===== src/rtl/lockcfg_pkg.sv =====
package lockcfg_pkg;

    typedef enum logic {
        LK_SHUT = 1'b0,
        LK_OPEN = 1'b1
    } lock_state_e;

    localparam int unsigned DEF_ADDR_W = 16;
    localparam int unsigned DEF_DATA_W = 8;
    localparam int unsigned DEF_NUM_SEG = 8;

endpackage


===== src/rtl/lockcfg_decode.sv =====
module lockcfg_decode #(
    parameter int unsigned ADDR_W   = 16,
    parameter logic [ADDR_W-1:0] IDX_PORT = 16'h0022,
    parameter logic [ADDR_W-1:0] DAT_PORT = 16'h0023
) (
    input  logic [ADDR_W-1:0] io_addr,
    input  logic              io_wr,
    input  logic              io_rd,
    output logic              idx_wr,
    output logic              dat_wr,
    output logic              dat_rd
);
    logic hit_idx;
    logic hit_dat;

    always_comb begin
        hit_idx = (io_addr == IDX_PORT);
        hit_dat = (io_addr == DAT_PORT);
        idx_wr  = io_wr & hit_idx;
        dat_wr  = io_wr & hit_dat;
        dat_rd  = io_rd & hit_dat;
    end
endmodule


===== src/rtl/lockcfg_lock.sv =====
module lockcfg_lock
    import lockcfg_pkg::*;
(
    input  logic clk,
    input  logic rst_n,
    input  logic key_wr,
    input  logic key_ok,
    output logic unlocked,
    output logic write_allow
);
    lock_state_e state_q;
    lock_state_e state_d;

    // state register
    always_ff @(posedge clk or negedge rst_n) begin
        if (!rst_n) state_q <= LK_SHUT;
        else        state_q <= state_d;
    end

    // transitions: UNLOCK, RELOCK, HOLD
    always_comb begin
        state_d = state_q;
        unique case (state_q)
            LK_SHUT: if (key_wr && key_ok)  state_d = LK_OPEN;
            LK_OPEN: if (key_wr && !key_ok) state_d = LK_SHUT;
            default: state_d = LK_SHUT;
        endcase
    end

    // outputs: a store is allowed when the cycle ends in LK_OPEN
    always_comb begin
        unlocked    = (state_q == LK_OPEN);
        write_allow = (state_d == LK_OPEN);
    end
endmodule


===== src/rtl/lockcfg_regs.sv =====
module lockcfg_regs #(
    parameter int unsigned DATA_W    = 8,
    parameter int unsigned NUM_SEG   = 8,
    parameter logic [DATA_W-1:0] SEG_REG   = 8'h13,
    parameter logic [DATA_W-1:0] ATTR_REG  = 8'h14,
    parameter logic [DATA_W-1:0] CACHE_REG = 8'h18,
    parameter int unsigned RD_BIT    = 0,
    parameter int unsigned WR_BIT    = 1,
    parameter int unsigned CACHE_BIT = 1
) (
    input  logic              clk,
    input  logic              rst_n,
    input  logic              idx_wr,
    input  logic              reg_wen,
    input  logic [DATA_W-1:0] wdata,
    output logic [DATA_W-1:0] idx_q,
    output logic [DATA_W-1:0] sel_data,
    output logic [NUM_SEG-1:0] seg_en,
    output logic              attr_rd,
    output logic              attr_wr,
    output logic              cache_bit
);
    localparam int unsigned NUM_REGS = 1 << DATA_W;

    logic [DATA_W-1:0] mem [NUM_REGS];

    always_ff @(posedge clk or negedge rst_n) begin
        if (!rst_n)      idx_q <= '0;
        else if (idx_wr) idx_q <= wdata;
    end

    always_ff @(posedge clk or negedge rst_n) begin
        if (!rst_n) begin
            for (int k = 0; k < NUM_REGS; k++) mem[k] <= '0;
        end else if (reg_wen) begin
            mem[idx_q] <= wdata;
        end
    end

    always_comb begin
        sel_data  = mem[idx_q];
        seg_en    = mem[SEG_REG][NUM_SEG-1:0];
        attr_rd   = mem[ATTR_REG][RD_BIT];
        attr_wr   = mem[ATTR_REG][WR_BIT];
        cache_bit = mem[CACHE_REG][CACHE_BIT];
    end
endmodule


===== src/rtl/lockcfg_shadow.sv =====
module lockcfg_shadow #(
    parameter int unsigned NUM_SEG = 8
) (
    input  logic [NUM_SEG-1:0] seg_en,
    input  logic               attr_rd,
    input  logic               attr_wr,
    output logic [NUM_SEG-1:0] seg_rd_int,
    output logic [NUM_SEG-1:0] seg_wr_int
);
    // a disabled segment routes both directions to the external bus
    for (genvar g = 0; g < NUM_SEG; g++) begin : g_seg
        assign seg_rd_int[g] = seg_en[g] & attr_rd;
        assign seg_wr_int[g] = seg_en[g] & attr_wr;
    end
endmodule


===== src/rtl/lockcfg_top.sv =====
module lockcfg_top
    import lockcfg_pkg::*;
#(
    parameter int unsigned ADDR_W  = DEF_ADDR_W,
    parameter int unsigned DATA_W  = DEF_DATA_W,
    parameter int unsigned NUM_SEG = DEF_NUM_SEG,
    parameter logic [ADDR_W-1:0] IDX_PORT  = 16'h0022,
    parameter logic [ADDR_W-1:0] DAT_PORT  = 16'h0023,
    parameter logic [DATA_W-1:0] LOCK_IDX  = 8'h03,
    parameter logic [DATA_W-1:0] KEY_VAL   = 8'hC5,
    parameter logic [DATA_W-1:0] SEG_REG   = 8'h13,
    parameter logic [DATA_W-1:0] ATTR_REG  = 8'h14,
    parameter logic [DATA_W-1:0] CACHE_REG = 8'h18,
    parameter int unsigned CACHE_BIT = 1
) (
    input  logic               clk,
    input  logic               rst_n,
    input  logic [ADDR_W-1:0]  io_addr,
    input  logic               io_wr,
    input  logic               io_rd,
    input  logic [DATA_W-1:0]  io_wdata,
    output logic [DATA_W-1:0]  io_rdata,
    output logic [NUM_SEG-1:0] seg_rd_int,
    output logic [NUM_SEG-1:0] seg_wr_int,
    output logic               ext_cache_en
);
    logic              idx_wr;
    logic              dat_wr;
    logic              dat_rd;
    logic              key_wr;
    logic              key_ok;
    logic              unlocked;
    logic              write_allow;
    logic              reg_wen;
    logic [DATA_W-1:0] idx_q;
    logic [DATA_W-1:0] sel_data;
    logic [NUM_SEG-1:0] seg_en;
    logic              attr_rd;
    logic              attr_wr;

    lockcfg_decode #(
        .ADDR_W(ADDR_W), .IDX_PORT(IDX_PORT), .DAT_PORT(DAT_PORT)
    ) u_dec (
        .io_addr(io_addr), .io_wr(io_wr), .io_rd(io_rd),
        .idx_wr(idx_wr), .dat_wr(dat_wr), .dat_rd(dat_rd)
    );

    assign key_wr  = dat_wr & (idx_q == LOCK_IDX);
    assign key_ok  = (io_wdata == KEY_VAL);
    assign reg_wen = dat_wr & write_allow;

    lockcfg_lock u_lock (
        .clk(clk), .rst_n(rst_n), .key_wr(key_wr), .key_ok(key_ok),
        .unlocked(unlocked), .write_allow(write_allow)
    );

    lockcfg_regs #(
        .DATA_W(DATA_W), .NUM_SEG(NUM_SEG), .SEG_REG(SEG_REG),
        .ATTR_REG(ATTR_REG), .CACHE_REG(CACHE_REG),
        .RD_BIT(0), .WR_BIT(1), .CACHE_BIT(CACHE_BIT)
    ) u_regs (
        .clk(clk), .rst_n(rst_n), .idx_wr(idx_wr), .reg_wen(reg_wen),
        .wdata(io_wdata), .idx_q(idx_q), .sel_data(sel_data),
        .seg_en(seg_en), .attr_rd(attr_rd), .attr_wr(attr_wr),
        .cache_bit(ext_cache_en)
    );

    lockcfg_shadow #(.NUM_SEG(NUM_SEG)) u_shadow (
        .seg_en(seg_en), .attr_rd(attr_rd), .attr_wr(attr_wr),
        .seg_rd_int(seg_rd_int), .seg_wr_int(seg_wr_int)
    );

    assign io_rdata = dat_rd ? sel_data : '1;
endmodule


===== config.mk =====
export PLATFORM = sky130hd
export DESIGN_NAME = lockcfg_top
export DESIGN_NICKNAME = d
export VERILOG_FILES = /design/src/rtl/lockcfg_pkg.sv /design/src/rtl/lockcfg_decode.sv /design/src/rtl/lockcfg_lock.sv /design/src/rtl/lockcfg_regs.sv /design/src/rtl/lockcfg_shadow.sv /design/src/rtl/lockcfg_top.sv
export SDC_FILE = /design/constraint.sdc
export NUM_CORES = 2
export LEC_CHECK = 0
export BUFFER_PORTS_ARGS = -buffer_cell sky130_fd_sc_hd__clkbuf_2
export CELL_PAD_IN_SITES_DETAIL_PLACEMENT = 1
export CELL_PAD_IN_SITES_GLOBAL_PLACEMENT = 1
export CORE_AREA = 4 4 417 419
export CTS_CLUSTER_SIZE = 20
export DETAILED_ROUTE_END_ITERATION = 10
export DIE_AREA = 0 0 421 423
export GPL_TIMING_DRIVEN = 0
export PLACE_DENSITY_LB_ADDON = 0.1
export SYNTH_ARGS = -nofsm -noshare
export SYNTH_HDL_FRONTEND = slang
export SYNTH_HIERARCHICAL = 1
export SYNTH_SLANG_ARGS = --single-unit

===== constraint.sdc =====
create_clock -name clk -period 8.8 [get_ports clk]
set_input_delay 0.44 -clock clk [delete_from_list [all_inputs] [get_ports clk]]
set_output_delay 0.44 -clock clk [all_outputs]
set_load 0.005 [all_outputs]

# [After elaboration in Yosys (flattened, before gate mapping)]
# Cells that the tools add are included.
# W data, S select, Z words.
[totals] out_inout_bits=25 wordCells=301 in_bits=28 ff_bits=2057
[classes] n_eq_ne=4 order_cmp=2 bitwise_logic=23 n_mux=10 n_reduce_logical=4
[ops] op="$bwmux W2048" count=1
[ops] op="$bmux W8 S8" count=1
[ops] op="$demux W8 S8" count=1
[ops] op="$eq A16 B6 Y1 const B" count=2
[ops] op="$mux W8" count=4
[ops] op="$and A1 B1 Y1" count=21
[ops] op="$ge A9 B9 Y1 const B" count=1
[ops] op="$lt A9 B1 Y1 const B" count=1
[ops] op="$not A8 Y9" count=1
[ops] op="$eq A8 B2 Y1 const B" count=1
[ops] op="$eq A8 B8 Y1 const B" count=1
[ops] op="$logic_and A1 B1 Y1" count=3
[ops] op="$mux W1" count=2
[ops] op="$pmux W1 S2" count=1
[ops] op="$logic_not A1 Y1" count=1
[ops] op="$not A1 Y1" count=1

# [Logic depth before layout (Yosys ltp)]
[logic_depth] depth_word=7 depth_mapped=13

# [Cells and area by module]
# Netlist, hierarchy kept.
[by_module_without_submodules] mod="lockcfg_regs" seq_area_each_um2=51449.3 cells_each=5849 area_per_inst_um2=92817.8 instances=1
[by_module_without_submodules] mod="lockcfg_top" seq_area_each_um2=0.0 cells_each=15 area_per_inst_um2=107.6 instances=1
[by_module_without_submodules] mod="lockcfg_shadow" seq_area_each_um2=0.0 cells_each=16 area_per_inst_um2=100.1 instances=1
[by_module_without_submodules] mod="lockcfg_decode" seq_area_each_um2=0.0 cells_each=10 area_per_inst_um2=76.3 instances=1
[by_module_without_submodules] mod="lockcfg_lock" seq_area_each_um2=25.0 cells_each=2 area_per_inst_um2=40.0 instances=1

# [Worst setup path before layout]
# Ideal clock, no wire load.
[synth_timing] kind="in2reg" startpoint="input port io_addr[7]" endpoint="register u_regs/mem[1040] (netlist name)" required_ns=8.675 arrival_ns=3.438 path_buffers=1 path_stages=13 path_slack_ns=5.237 path_cell_list="nor4_2 > nand4_1 > nor2_1 > or4b_1 > nor4_2 > mux2_4 > and2_1 > nand2_1 > nor2_1 > nand2_2 > buf_2 > nor2_2 > mux2_2"
[synth_between] elab_chain_len=7 word_cells_on_any_way=9 cone_classes="1 x eq/ne; 3 x mux; 3 x bitwise; 2 x reduce/logical"
[synth_lines] item="start, declared" line="lockcfg_top.sv:18" source="input logic [ADDR_W-1:0] io_addr,"
[synth_lines] item="$eq A16 B6 Y1 *" line="lockcfg_decode.sv:18" source="hit_dat = (io_addr == DAT_PORT);"
[synth_lines] item="$and A1 B1 Y1 *" line="lockcfg_decode.sv:20" source="dat_wr = io_wr & hit_dat;"
[synth_lines] item="via dat_wr" line="lockcfg_top.sv:28" source="logic dat_wr;"
[synth_lines] item="$and A1 B1 Y1 *" line="lockcfg_top.sv:48" source="assign key_wr = dat_wr & (idx_q == LOCK_IDX);"
[synth_lines] item="via key_wr" line="lockcfg_top.sv:30" source="logic key_wr;"
[synth_lines] item="$logic_and A1 B1 Y1, on equally long branches" line="lockcfg_lock.sv:25, lockcfg_lock.sv:24"
[synth_lines] item="$mux W1, on equally long branches" line="lockcfg_lock.sv:25, lockcfg_lock.sv:24"
[synth_lines] item="$pmux W1 S2 *" line="lockcfg_lock.sv:23" source="unique case (state_q)"
[synth_lines] item="via write_allow" line="lockcfg_top.sv:33" source="logic write_allow;"
[synth_lines] item="$and A1 B1 Y1 *" line="lockcfg_top.sv:50" source="assign reg_wen = dat_wr & write_allow;"
[synth_lines] item="via reg_wen" line="lockcfg_top.sv:34" source="logic reg_wen;"
[synth_lines] item="end signal, assigned by index" line="lockcfg_regs.sv:36" source="mem[idx_q] <= wdata;"
[synth_lines] item="end, declared" line="lockcfg_regs.sv:25" source="logic [DATA_W-1:0] mem [NUM_REGS];"
# The timed path passes the listed nets; every way through them passes the cells marked *.
# A chain may end at the register's enable or synchronous reset.

# [Worst setup path in the final report]
[layout_timing] startpoint="register u_regs.idx_q[1]" endpoint="output port io_rdata[3]"
[layout_between] elab_chain_len=5
[layout_lines] item="start, declared" line="lockcfg_regs.sv:16" source="output logic [DATA_W-1:0] idx_q,"
[layout_lines] item="start signal, assigned" line="lockcfg_regs.sv:29" source="else if (idx_wr) idx_q <= wdata;"
[layout_lines] item="$not A8 Y9 (implied by the code)" line="lockcfg_regs.sv:41" source="sel_data = mem[idx_q];"
[layout_lines] item="$bmux W8 S8" line="lockcfg_regs.sv:41"
[layout_lines] item="$mux W8 (implied by the code) (2 in a row)" line="lockcfg_regs.sv:41"
[layout_lines] item="via sel_data[3]" line="lockcfg_top.sv:36" source="logic [DATA_W-1:0] sel_data;"
[layout_lines] item="$mux W8" line="lockcfg_top.sv:73" source="assign io_rdata = dat_rd ? sel_data : '1;"
[layout_lines] item="end, declared" line="lockcfg_top.sv:22" source="output logic [DATA_W-1:0] io_rdata,"
# The timed path passes the listed nets, and every way through them passes these cells. The select of a mux whose other input is x is not followed.

==> results_dict.tcl <==
set metrics [dict create \
    area_growth_pct 11.77 \
    final_nets 6216 \
    yosysTopAreaCellShare_pct 55.26 \
    slew_headroom_pct -7.985 \
    ys.flop_type "dfrtp_1" \
    seqPwrFrac_pct 49.1 \
    synth.top_cells.by_area "dfrtp_1 55%, mux2_2 25%, mux4_2 12%" \
    max_stage_delay_ns 1.33 \
    total_leakage_power_nw 48.53 \
    maxCapViolations 10 \
    place_congestion 1.003 \
    cts-root-buf "clkbuf_16" \
    synth-warning-count 6 \
    cts_resized 0 \
    die-area_sq_um 178100 \
    grt_overflow_total 0 \
    path_buf_inv 4 \
    drt-initial-drc-count 5784 \
    grtUsageTotal_pct 37.14 \
    dr_total_vias 58320 \
    drive_above_1_share_pct 51.52 \
    cts_setup_buffers 0 \
    critPathTopFamily "buffers and inverters" \
    regArea_sq_um 51470 \
    core.rowCount 152 \
    synthCells 5892 \
    synth_xor_area_share_pct 0 \
    sw_frac_of_total_pct 22.51 \
    yosysSeqAreaShare_pct 55.26 \
    finalSetupTns_ns 0 \
    p_clk_share_pct 48.0 \
    fin_crit_sh_pct 85.97 \
    grt_pass1_wl_mm 470.1 \
    max_freq_mhz 132.2 \
    share_comb_of_total_power_pct 2.8 \
    fin_util_pct 61.03 \
    finalInstanceArea_sq_um 104100 \
    synth_edf_count 0 \
    ir_worst_vdd_uv 186.3 \
    switchingPower_mw 4.334 \
    pin_count 53 \
    routedWlPerCell_microns 38.40 \
    internal_power_mw 14.92 \
    ant_nets 0 \
    powerDensity_nw_per_um2 185.0 \
    worst_pin_slew_ns 1.599 \
    violations "max-capacitance violations, max-slew violations" \
    drc 0 \
    die_x_microns 421 \
    arrival_ns 7.13 \
    first_pass_iters 5 \
    clkLatencyLatePin_ns 0.86 \
    finalHoldViolations 0 \
    layout_commonest_cell "dfrtp_1" \
    htreeDepth 4 \
    die_y_microns 423 \
    syn-cell-area_sq_um 93140 \
    critical_path_required_ns 8.36 \
    avgSynthCellArea_sq_um 15.81 \
    holdCritPathClass "input pin to asynchronous set/reset pin" \
    grt_max_degree 116 \
    first_global_vias 62850 \
    final_cell_mix "2057 x dfrtp_1, 2056 x mux2_2, 512 x mux4_2" \
    cts_buffers 214 \
    synth.net_count 5920 \
    synth_top_family_by_area "multiplexers" \
    fillers 15180 \
    yosysUniqueCellTypes 35 \
    worst-path-max-fanout 10 \
    status "finished, violations left" \
    via_per_inst 6.781 \
    setup_viol 0 \
    cts.path.max_buffers 3 \
    synth-compound-area-share_pct 3.052 \
    start_kind "flip-flop" \
    core_sq_um 170600 \
    cts_tree "done" \
    slew_violations 62 \
    rsz0062_at_grt "false" \
    placed_area_sq_um 96910 \
    wl_mm 330.2 \
    slowest_stage "o41ai_1" \
    post-route-min-period_ns 7.566 \
    finalClockSkew_ns 0.02374 \
    worstSetupPathType "flip-flop to primary output" \
    synth_fa_ha_area_share_pct 0 \
    multi_input_area_sq_um 39660 \
    clkTransAtPathRegs_ns 0.06 \
    synth-simple-area-share_pct 2.272 \
    endpoint_kind "primary output" \
    ys_ff_latch 2057 \
    cts.sinks 2057 \
    dpl.hpwl_mm 231.4 \
    start_util_pct 54.60 \
    portBuffers 52 \
    antenna_found_initial 20 \
    synth_mux_area_share_pct 37.25 \
    yosysTopAreaCell "dfrtp_1" \
    crit_chain "buf_2 -> clkbuf_1 -> buf_1 -> mux4_2 -> a22oi_1 -> a21oi_1 -> o41ai_1 -> nand4_1 -> nand2b_1 -> clkbuf_2" \
    async_flop_share_pct 100.0 \
]
[flip-flops by register name, indices dropped and copies added, names as in the netlist]
| register | cells |
|---|---|
| u_lock/unlocked | 1 |
| u_regs/mem | 2037 |
| u_regs/cache_bit | 1 |
| u_regs/seg_en | 8 |
| u_regs/attr_wr | 1 |
| u_regs/attr_rd | 1 |
| u_regs/idx_q | 8 |
[area by class of cell]
class                   count  area share, %
repair buffers             80         0.9458
clock buffers             331          6.246
multi-input cells        3369          38.09
well taps                2233          2.684
diodes                     10        0.02404
plain buffers             466          1.951
clock inverters            54         0.6153
flip-flops and latches   2057          49.44
[power groups by stage]
stage	clock (mW)	combinational, mW	sequential [mW]
6_report	9.25	0.547	9.46
3_5_place_dp	0	0.542	9.63
2_1_floorplan	0	0.108	9.63
4_1_cts	9.38	0.543	9.46
5_1_grt	9.83	0.580	9.45
3_3_place_gp	0	0.493	9.68
[Yosys cell counts, types with 6 or more instances]
cell / n
nor2_4: 9
mux2_2: 2056
nor2b_1: 6
nand3_1: 6
a21oi_1: 128
clkbuf_1: 322
nor2_2: 140
o41ai_1: 32
nand2b_1: 14
buf_6: 14
buf_1: 31
nand2_1: 91
nand2_2: 8
nor2_1: 59
and2_1: 19
nand4_1: 9
dfrtp_1: 2057
buf_4: 13
a22oi_1: 256
mux4_2: 512
buf_2: 86
[layer usage]
metal  vias up  track usage, %  wire [microns]
met4         4           23.38           24970
met2      2553           56.97          150600
met5         -               0              21
met1     32140           47.55          126800
li1      22750               -               -
met3       870           9.560           27840
[metrics by stage]
step	cells	hold WS, ns	setup slack (ns)	power [mW]
after floorplan	5892	0.1444	5.237	9.742
after global placement	8177	0.4776	-43.66	10.17
after global routing	8590	0.2036	1.443	19.86
after CTS	8589	0.1442	1.656	19.38
after detailed placement	8203	0.4762	2.618	10.17
final	8600	0.1886	1.234	19.26
[worst reg2reg max path: stages (launching register included)]
cell	delay, ns
dfrtp_1	0.40
or4b_1	0.54
nor4_2	0.26
mux2_4	0.20
and2_1	0.30
nand2_1	0.19
nor2_1	0.84
buf_2	0.87
nand2_1	0.69
mux2_2	0.48
[path summary, 6_finish.rpt]
path | startpoint | to | slack [ns] | cells after the start
max in group asynchronous | rst_n | u_regs/mem[1038]$_DFFE_PN0P_ | 5.97 | 6
min in group clk | io_wdata[7] | u_lock/unlocked$_DFF_PN0_ | 0.32 | 4
hold reg to reg | u_lock/unlocked$_DFF_PN0_ | u_lock/unlocked$_DFF_PN0_ | 0.49 | 1
setup reg to reg | u_regs/idx_q[4]$_DFFE_PN0P_ | u_regs/mem[573]$_DFFE_PN0P_ | 3.90 | 9
hold / removal | rst_n | u_regs/mem[638]$_DFFE_PN0P_ | 0.19 | 2
setup / recovery | u_regs/idx_q[1]$_DFFE_PN0P_ | io_rdata[3] | 1.23 | 10
[logic make-up after synthesis]
group,after synthesis
muxes,2569
DFF,2057
buffers and inverters,466
AOI/OAI and AO/OA,416
and+or+nand+nor,384
[timing repair]
action / CTS / global route
endpoints found under the hold margin: 57 / 0
hold buffers: 1 / 0
setup endpoints to repair: 0 / 0
No activity file was read; power rests on OpenSTA's default activity.
